## config.mk

```make
export PLATFORM = sky130hd
export DESIGN_NAME = tag_regstat
export DESIGN_NICKNAME = d
export VERILOG_FILES = /design/src/rtl/tag_regstat_pkg.sv /design/src/rtl/cdb_rr_arb.sv /design/src/rtl/own_table.sv /design/src/rtl/src_port.sv /design/src/rtl/tag_regstat.sv
export SDC_FILE = /design/constraint.sdc
export NUM_CORES = 1
export LEC_CHECK = 0
export ABC_AREA = 1
export BUFFER_PORTS_ARGS = -buffer_cell sky130_fd_sc_hd__buf_2
export CAP_MARGIN = 40
export CORE_UTILIZATION = 30
export DETAILED_ROUTE_END_ITERATION = 10
export PLACE_DENSITY = 0.45
export SYNTH_ARGS = -nofsm -noshare
export SYNTH_HDL_FRONTEND = slang
export SYNTH_HIERARCHICAL = 1
export SYNTH_SLANG_ARGS = --single-unit
```

## constraint.sdc

```tcl
create_clock -name clk -period 3.9 [get_ports clk]
set_input_delay 0.78 -clock clk [delete_from_list [all_inputs] [get_ports clk]]
set_output_delay 0.78 -clock clk [all_outputs]
set_load 0.005 [all_outputs]
```

## src/rtl/tag_regstat_pkg.sv

```systemverilog
package tag_regstat_pkg;

  // index a+b reduced into range 0..n-1, assuming a,b < n
  function automatic int wrap_add(int a, int b, int n);
    int s;
    s = a + b;
    return (s >= n) ? s - n : s;
  endfunction

  // a broadcast claims a register when its tag is real and equals the owner
  function automatic logic tag_claims(logic [7:0] owner, logic [7:0] btag, logic bvalid);
    return bvalid && (btag != 8'd0) && (owner == btag);
  endfunction

endpackage

```

## src/rtl/cdb_rr_arb.sv

```systemverilog
module cdb_rr_arb
  import tag_regstat_pkg::*;
#(
  parameter int N = 3,
  localparam int IW = (N > 1) ? $clog2(N) : 1
) (
  input  logic          clk,
  input  logic          rst_n,
  input  logic [N-1:0]  req,
  output logic [N-1:0]  gnt,
  output logic [IW-1:0] gidx,
  output logic          any
);

  logic [IW-1:0] ptr_q;

  always_comb begin
    gnt  = '0;
    gidx = '0;
    any  = 1'b0;
    for (int k = 0; k < N; k++) begin
      if (!any && req[wrap_add(int'(ptr_q), k, N)]) begin
        any = 1'b1;
        gnt[wrap_add(int'(ptr_q), k, N)] = 1'b1;
        gidx = IW'(wrap_add(int'(ptr_q), k, N));
      end
    end
  end

  always_ff @(posedge clk or negedge rst_n) begin
    if (!rst_n)   ptr_q <= '0;
    else if (any) ptr_q <= IW'(wrap_add(int'(gidx), 1, N));
  end

endmodule

```

## src/rtl/own_table.sv

```systemverilog
module own_table
  import tag_regstat_pkg::*;
#(
  parameter int NREG = 8,
  parameter int TAGW = 3,
  parameter int XLEN = 16,
  localparam int RW = $clog2(NREG)
) (
  input  logic                      clk,
  input  logic                      rst_n,
  input  logic                      iss_valid,
  input  logic [RW-1:0]             iss_dst,
  input  logic [TAGW-1:0]           iss_tag,
  input  logic                      bc_valid,
  input  logic [TAGW-1:0]           bc_tag,
  input  logic [XLEN-1:0]           bc_val,
  output logic [NREG-1:0][TAGW-1:0] stat_q,
  output logic [NREG-1:0][XLEN-1:0] val_q,
  output logic [NREG-1:0]           wb_hit,
  output logic [NREG-1:0]           own_hit
);

  for (genvar r = 0; r < NREG; r++) begin : g_reg
    logic [TAGW-1:0] st_r;
    logic [XLEN-1:0] vl_r;

    assign own_hit[r] = iss_valid && (iss_dst == RW'(r));
    assign wb_hit[r]  = tag_claims(8'(st_r), 8'(bc_tag), bc_valid);

    always_ff @(posedge clk or negedge rst_n) begin
      if (!rst_n) begin
        st_r <= '0;
        vl_r <= '0;
      end else begin
        if (wb_hit[r])       vl_r <= bc_val;
        if (own_hit[r])      st_r <= iss_tag;   // new owner beats the clear
        else if (wb_hit[r])  st_r <= '0;
      end
    end

    assign stat_q[r] = st_r;
    assign val_q[r]  = vl_r;
  end

endmodule

```

## src/rtl/src_port.sv

```systemverilog
module src_port
  import tag_regstat_pkg::*;
#(
  parameter int NREG = 8,
  parameter int TAGW = 3,
  parameter int XLEN = 16,
  localparam int RW = $clog2(NREG)
) (
  input  logic [RW-1:0]             sel,
  input  logic [NREG-1:0][TAGW-1:0] stat_q,
  input  logic [NREG-1:0][XLEN-1:0] val_q,
  input  logic                      bc_valid,
  input  logic [TAGW-1:0]           bc_tag,
  input  logic [XLEN-1:0]           bc_val,
  output logic                      rdy,
  output logic [XLEN-1:0]           val,
  output logic [TAGW-1:0]           tag,
  output logic                      fwd
);

  logic [TAGW-1:0] own;

  always_comb begin
    own = stat_q[sel];
    fwd = tag_claims(8'(own), 8'(bc_tag), bc_valid);
    if (own == '0) begin
      rdy = 1'b1;
      val = val_q[sel];
      tag = '0;
    end else if (fwd) begin
      rdy = 1'b1;
      val = bc_val;
      tag = '0;
    end else begin
      rdy = 1'b0;
      val = '0;
      tag = own;
    end
  end

endmodule

```

## src/rtl/tag_regstat.sv

```systemverilog
module tag_regstat
  import tag_regstat_pkg::*;
#(
  parameter int NREG  = 8,
  parameter int TAGW  = 3,
  parameter int XLEN  = 16,
  parameter int NUNIT = 3,
  localparam int RW = $clog2(NREG),
  localparam int UW = (NUNIT > 1) ? $clog2(NUNIT) : 1
) (
  input  logic                  clk,
  input  logic                  rst_n,
  input  logic                  iss_valid,
  input  logic [RW-1:0]         iss_dst,
  input  logic [TAGW-1:0]       iss_tag,
  input  logic [RW-1:0]         src_a_sel,
  input  logic [RW-1:0]         src_b_sel,
  output logic                  src_a_ready,
  output logic [XLEN-1:0]       src_a_val,
  output logic [TAGW-1:0]       src_a_tag,
  output logic                  src_b_ready,
  output logic [XLEN-1:0]       src_b_val,
  output logic [TAGW-1:0]       src_b_tag,
  input  logic [NUNIT-1:0]      fin_req,
  input  logic [NUNIT*TAGW-1:0] fin_tag,
  input  logic [NUNIT*XLEN-1:0] fin_val,
  output logic [NUNIT-1:0]      fin_gnt,
  output logic                  cdb_valid,
  output logic [TAGW-1:0]       cdb_tag,
  output logic [XLEN-1:0]       cdb_val
);

  // named internal events, watched by the bound checker
  logic [NREG-1:0][TAGW-1:0] stat_q;
  logic [NREG-1:0][XLEN-1:0] val_q;
  logic [NREG-1:0]           wb_hit;
  logic [NREG-1:0]           own_hit;
  logic                      fwd_a;
  logic                      fwd_b;
  logic [UW-1:0]             gnt_idx;

  cdb_rr_arb #(.N(NUNIT)) u_arb (
    .clk  (clk),
    .rst_n(rst_n),
    .req  (fin_req),
    .gnt  (fin_gnt),
    .gidx (gnt_idx),
    .any  (cdb_valid)
  );

  always_comb begin
    cdb_tag = '0;
    cdb_val = '0;
    for (int u = 0; u < NUNIT; u++) begin
      if (fin_gnt[u]) begin
        cdb_tag = fin_tag[u*TAGW +: TAGW];
        cdb_val = fin_val[u*XLEN +: XLEN];
      end
    end
  end

  own_table #(.NREG(NREG), .TAGW(TAGW), .XLEN(XLEN)) u_tbl (
    .clk      (clk),
    .rst_n    (rst_n),
    .iss_valid(iss_valid),
    .iss_dst  (iss_dst),
    .iss_tag  (iss_tag),
    .bc_valid (cdb_valid),
    .bc_tag   (cdb_tag),
    .bc_val   (cdb_val),
    .stat_q   (stat_q),
    .val_q    (val_q),
    .wb_hit   (wb_hit),
    .own_hit  (own_hit)
  );

  src_port #(.NREG(NREG), .TAGW(TAGW), .XLEN(XLEN)) u_src_a (
    .sel(src_a_sel), .stat_q(stat_q), .val_q(val_q),
    .bc_valid(cdb_valid), .bc_tag(cdb_tag), .bc_val(cdb_val),
    .rdy(src_a_ready), .val(src_a_val), .tag(src_a_tag), .fwd(fwd_a)
  );

  src_port #(.NREG(NREG), .TAGW(TAGW), .XLEN(XLEN)) u_src_b (
    .sel(src_b_sel), .stat_q(stat_q), .val_q(val_q),
    .bc_valid(cdb_valid), .bc_tag(cdb_tag), .bc_val(cdb_val),
    .rdy(src_b_ready), .val(src_b_val), .tag(src_b_tag), .fwd(fwd_b)
  );

endmodule

```

==> results of run 1 <==
per-layer routing:
metal / up-vias / track usage [%]
li1: 5544 / -
met5: - / 0
met2: 453 / 37.1
met3: 70 / 4.30
met4: 0 / 9.43
met1: 5355 / 32.8
stage by stage:
| step | utilization, % | cell area [µm²] | hold WS [ns] | std cells | TNS [ns] |
|---|---|---|---|---|---|
| CTS | 37.1 | 12800 | 0.266 | 2239 | -0.258 |
| floorplan | - | 10600 | 0.464 | 1630 | 0 |
| finish | 38.1 | 13200 | 0.262 | 2251 | -0.204 |
| global route | 38.1 | 13200 | 0.281 | 2251 | -7.09 |
| detailed placement | 34.3 | 11800 | 0.483 | 2189 | -1.09 |
| global placement | 34.3 | 11800 | 0.482 | 2189 | -0.314 |
layout make-up:
| cell class | count | area share [%] |
|---|---|---|
| clock buffer | 18 | 3.34 |
| clock inverter | 13 | 1.26 |
| inverter | 110 | 3.25 |
| multi-input combinational | 1261 | 45.4 |
| sequential | 154 | 29.3 |
| tap | 455 | 4.33 |
| timing repair buffer | 240 | 13.1 |
worst max-delay path by stage:
stage | slack, ns | endpoint
2_1_floorplan | 0.30 | src_a_val[0]
3_3_place_gp | -0.06 | src_a_val[14]
3_5_place_dp | -0.13 | src_a_val[14]
4_1_cts | -0.04 | src_a_val[14]
5_1_grt | -0.22 | src_b_tag[2]
6_report | -0.03 | src_b_val[8]
flip-flops by register name, summed over array words and instances (netlist names):
signal	flops
u_tbl/g.vl_r	128
u_tbl/g.st_r	24
u_arb/ptr_q	2
layout by cell type (no fill, tap or decap), types with 6 or more instances in the layout:
master and count:
nand3_2 18, o22ai_1 64, nand3_4 8, nor2_2 8, buf_2 134, xnor2_1 6
o21ai_0 160, buf_6 9, clkbuf_16 20, o21ai_1 89, inv_1 92, dfrtp_1 153
a21oi_2 6, nor2_4 9, nand2_2 32, o21ai_2 9, inv_2 11, nand2_1 539
nand3_1 85, buf_4 79, nor2_1 213, buf_12 12
what timing repair did:
action / CTS / global route
buffers inserted: 19 / 9
setup endpoints to repair: 55 / 43
pin swaps: 16 / 19
cloned: 0 / 4
resized for setup: 58 / 58
==> results.sh, run 1 <==
export IMPL_netlist_instances=1630
export IMPL_track_usage_pct=23.9
export IMPL_finalHoldViolations=0
export IMPL_dieWidth_um=190
export IMPL_cts_root_buf="clkbuf_16"
export IMPL_insertion_delay_ns=0.43
export IMPL_fraction_of_layout_cells_with_a_size_suffix_above_1_pct=21.7
export IMPL_cts_hold_buf=0
export IMPL_io_pins=138
export IMPL_maximum_number_of_pins_on_one_net_before_global_route_repair=77
export IMPL_end_kind="output port"
export IMPL_max_freq_ghz=0.254
export IMPL_place_worst_setup_slack_ns=-0.126
export IMPL_timing_final_setup_violations=12
export IMPL_crit_arrival_ns=3.15
export IMPL_slowest_delay_ns=0.45
export IMPL_drc_errors=0
export IMPL_crit_fanout=8
export IMPL_crit_path_frequent_cell="nand2_2"
export IMPL_detailedRoute_firstIterationViolations=920
export IMPL_wl_met2_mm=19.4
export IMPL_crit_reg2reg_capture="u_tbl/g_reg[7].vl_r[3]$_DFFE_PN0P_"
export IMPL_htreeDepth=4
export IMPL_area_sequential_um2=3850
export IMPL_yosys_warnings=6
export IMPL_count_of_final_max_slew_check_failures=0
export IMPL_timing_clock_skew_ns=0.0111
export IMPL_top_layer_used="met4"
export IMPL_failed_checks="setup timing"
export IMPL_cts_sinks=154
export IMPL_unrepaired_setup_endpoints_after_global_routing="true"
export IMPL_dp_final_hpwl_mm=28.4
export IMPL_start_util_pct=30.5
export IMPL_avgSynthCellArea_um2=6.47
export IMPL_netlist_area_um2=10600
export IMPL_startpoint_type="register"
export IMPL_timing_worst_slew_pin_value_ns=0.768
export IMPL_io_buffers=137
export IMPL_area_delta_synth_final_pct=24.7
export IMPL_total_inserted_antenna_cells=0
export IMPL_timing_critical_path_slowest_stage_cell="dfrtp_2"
export IMPL_chipHeight_um=190
export IMPL_worst_hold_path_type="primary input to asynchronous set/reset pin"
export IMPL_crit_start="u_arb/ptr_q[1]$_DFFE_PN0P_"
export IMPL_placementRows=68
export IMPL_first_global_vias=10600
export IMPL_setup_ws_ns=-0.0308
export IMPL_fp_coreArea_um2=34500
export IMPL_globalplace_congestion=0.877
export IMPL_reg2reg_depth=24
export IMPL_finish_net_count=1864
export IMPL_worst_path_stages=22
export IMPL_design_die_area_um2=35900
export IMPL_m1WireLength_mm=19.9
export IMPL_cts_tree="yes"
export IMPL_cp_buffers_inverters=6
export IMPL_postRouteWirelength_mm=43.5
export IMPL_finalCriticalPeriod_ns=3.93
export IMPL_post_detailed_route_wirelength_per_cell_um=19.3
export IMPL_ant_nets=0
export IMPL_regToRegStartpoint="u_arb/ptr_q[1]$_DFFE_PN0P_"
export IMPL_post_route_period_util_pct=101
export IMPL_multiInputGateArea_um2=5980
export IMPL_clk_pin_slew_worst_paths_ns=0.07
export IMPL_maxCapViolCount=0
export IMPL_worst_ep_required_time_ns=3.12
export IMPL_path_class="register to output port"
export IMPL_tritoncts_num_buffers=17
export IMPL_cts_max_path_buffers=2
export IMPL_initial_antenna_violation_count=0
export IMPL_grt_pass1_wl_mm=64.7
export IMPL_fill_cells=3757
export IMPL_detailedRoute_firstPassIterationCount=5
export IMPL_worst_slew_margin_relative_to_its_limit_pct=48.8
export IMPL_outcome="finished, violations left"
export IMPL_vias_per_cell=5.07
export IMPL_mapped_nets=1710
export IMPL_crit_chain="ha_4 > inv_4 > nand2_2 > nand3_2 > nand2_2 > nand2_4 > nor2_4 > nand2_2 > nand2_4 > nor2_1 > nor2_1 > nor2_2 > buf_6 > buf_6 > nand2_2 > nand2_2 > nor2_4 > buf_8 > buf_12 > nand3_1 > nand2_1 > buf_2"
export IMPL_routed_wl_met3_mm=3.01
export IMPL_timing_reg2reg_setup_slack_ns=0.47
export IMPL_overflow=0
export IMPL_critical_path_top_delay_family="simple AND/OR/NAND/NOR gates"
export IMPL_num_vias=11400
Power of run 1 is left out: the tool's default activity adds up to more than one toggle a clock period on the data nets, which glitch-free logic cannot reach.
==> run 2, diff against run 1 <==
Settings changed: CORE_ASPECT_RATIO set to 0.6, CORE_UTILIZATION 30 to 45, PLACE_DENSITY 0.45 to 0.63.
==> run 2 against run 1 <==
Effect of this change:
- the run still ends with setup timing left
- setup slack got worse by 0.082 ns
- via count grew 4.1%
- critical path depth stayed put
- utilization grew 18 points
- global-route usage grew 7.8 points
- cell count fell by 7.4%
- register-to-register slack worse by 0.02 ns
- design area is 4.5% lower
- clock skew is 0.0024 ns lower
- non-clock buffer count fell by 21
- sequential cell count stayed put
==> results.sh, run 2 (synthesized netlist as in run 1, its figures left out) <==
export IMPL_outcome="finished, violations left"
export IMPL_failed_checks="setup timing"
export IMPL_globalplace_congestion=0.952
export IMPL_vias_per_cell=5.71
export IMPL_crit_fanout=10
export IMPL_detailedRoute_firstIterationViolations=1630
export IMPL_crit_arrival_ns=3.23
export IMPL_tritoncts_num_buffers=17
export IMPL_count_of_final_max_slew_check_failures=0
export IMPL_num_vias=11900
export IMPL_timing_worst_slew_pin_value_ns=0.605
export IMPL_cts_max_path_buffers=2
export IMPL_max_freq_ghz=0.249
export IMPL_post_detailed_route_wirelength_per_cell_um=18.6
export IMPL_chipHeight_um=121
export IMPL_placed_cells_incl_taps=2032
export IMPL_m1WireLength_mm=17.8
export IMPL_clk_pin_slew_worst_paths_ns=0.07
export IMPL_dieWidth_um=200
export IMPL_fp_coreArea_um2=22500
export IMPL_place_worst_setup_slack_ns=-0.0798
export IMPL_overflow=0
export IMPL_dp_final_hpwl_mm=25.9
export IMPL_largest_register="u_tbl/g.vl_r"
export IMPL_io_pins=138
export IMPL_most_common_layout_cells="560 x nand2_1, 214 x nor2_1, 161 x o21ai_0"
export IMPL_commonest_non_fill_non_tap_cell_in_the_layout="nand2_1"
export IMPL_post_route_period_util_pct=103
export IMPL_htreeDepth=4
export IMPL_initial_antenna_violation_count=1
export IMPL_fraction_of_layout_cells_with_a_size_suffix_above_1_pct=18.8
export IMPL_regToRegStartpoint="u_arb/ptr_q[1]$_DFFE_PN0P_"
export IMPL_biggestRegsByFlops="u_tbl/g.vl_r (128), u_tbl/g.st_r (24), u_arb/ptr_q (2)"
export IMPL_maxCapViolCount=0
export IMPL_worst_slew_margin_relative_to_its_limit_pct=59.7
export IMPL_total_inserted_antenna_cells=0
export IMPL_timing_reg2reg_setup_slack_ns=0.45
export IMPL_top_layer_used="met4"
export IMPL_layout_cells_non_filler=2084
export IMPL_cts_tree="yes"
export IMPL_io_buffers=137
export IMPL_timing_clock_skew_ns=0.00863
export IMPL_worst_ep_required_time_ns=3.12
export IMPL_detailedRoute_firstPassIterationCount=9
export IMPL_maximum_number_of_pins_on_one_net_before_global_route_repair=56
export IMPL_routed_wl_met3_mm=5.00
export IMPL_setup_ws_ns=-0.113
export IMPL_start_util_pct=46.9
export IMPL_drc_errors=0
export IMPL_finish_net_count=1843
export IMPL_end_kind="output port"
export IMPL_cts_sinks=154
export IMPL_postRouteWirelength_mm=38.7
export IMPL_largest_register_ff_count=128
export IMPL_track_usage_pct=31.7
export IMPL_area_delta_synth_final_pct=19.2
export IMPL_cts_root_buf="clkbuf_16"
export IMPL_timing_final_setup_violations=28
export IMPL_grt_pass1_wl_mm=57.8
export IMPL_design_die_area_um2=24100
export IMPL_ant_nets=0
export IMPL_reg2reg_depth=25
export IMPL_path_class="register to output port"
export IMPL_worst_hold_path_type="primary input to asynchronous set/reset pin"
export IMPL_unrepaired_setup_endpoints_after_global_routing="true"
export IMPL_finalHoldViolations=0
export IMPL_placementRows=42
export IMPL_cts_hold_buf=0
export IMPL_finalCriticalPeriod_ns=4.01
export IMPL_first_global_vias=9961
export IMPL_dpl_cell_area_um2=11500
export IMPL_insertion_delay_ns=0.43
export IMPL_crit_reg2reg_capture="u_tbl/g_reg[3].vl_r[10]$_DFFE_PN0P_"
export IMPL_startpoint_type="register"
export IMPL_layout_cell_area_excl_fill_um2=12600
export IMPL_wl_met2_mm=15.3
[run 2: cell count changes in the layout (fill, tap and decap cells not counted), moves of 5 or more]
cell     change
nand2_1     +21
nand3_2      -6
buf_4       -10
nand3_1      +8
nor2_4       -5
nand2_2     -21
[run 2: critical path, cell delays in order (launching register included)]
cell	delay (ns)
dfrtp_2	0.44
inv_2	0.10
ha_4	0.19
inv_4	0.06
nand2_2	0.05
nand3_2	0.07
nand2_4	0.14
nand2_4	0.08
nor2_4	0.13
nand2_1	0.08
nand2_2	0.10
buf_6	0.11
nand2_2	0.03
nor2_1	0.09
nor2_1	0.06
nor2_2	0.15
buf_6	0.15
a21oi_4	0.04
nor2_4	0.27
clkbuf_16	0.22
nand3_1	0.06
nand2_1	0.07
buf_2	0.11
[run 2: per-layer routing]
layer,vias up,track usage (%)
li1,5509,-
met1,5555,49.7
met2,771,42.9
met3,56,7.11
met4,0,7.59
met5,-,0
[run 2: timing repair]
action	4_1_cts	5_1_grt
setup buffers	5	13
pin swaps	3	26
resized for setup	19	45
setup endpoints to repair	53	47
gates cloned	0	2
[run 2: stage by stage]
step / setup TNS (ns) / hold slack, ns / utilization (%)
floorplan: 0 / 0.464 / -
global placement: 0 / 0.480 / 51.4
detailed placement: -1.57 / 0.490 / 51.4
CTS: -0.106 / 0.307 / 54.5
global route: -8.57 / 0.322 / 55.9
finish: -1.89 / 0.291 / 55.9
[run 2: layout make-up]
cell class                      instances  area (µm²)
Clock buffer                           18         439
Clock inverter                         14         168
Fill cell                            2227        9920
Inverter                              110         425
Multi-Input combinational cell       1261        5840
Sequential cell                       154        3850
Tap cell                              308         385
Timing Repair Buffer                  219        1460
[run 2: worst max path at each step]
| stage | start | to | depth (start not counted) |
|---|---|---|---|
| 3_5_place_dp | fin_req[2] | src_b_val[7] | 20 |
| 6_report | u_arb/ptr_q[1]$_DFFE_PN0P_ | src_a_val[6] | 22 |
| 4_1_cts | u_arb/ptr_q[0]$_DFFE_PN0P_ | src_b_val[7] | 22 |
| 3_3_place_gp | fin_req[2] | src_a_val[11] | 19 |
| 5_1_grt | u_arb/ptr_q[1]$_DFFE_PN0P_ | src_a_val[5] | 22 |
| 2_1_floorplan | u_arb/ptr_q[0]$_DFFE_PN0P_ | src_a_val[0] | 21 |
Power of run 2 is left out for the same reason.
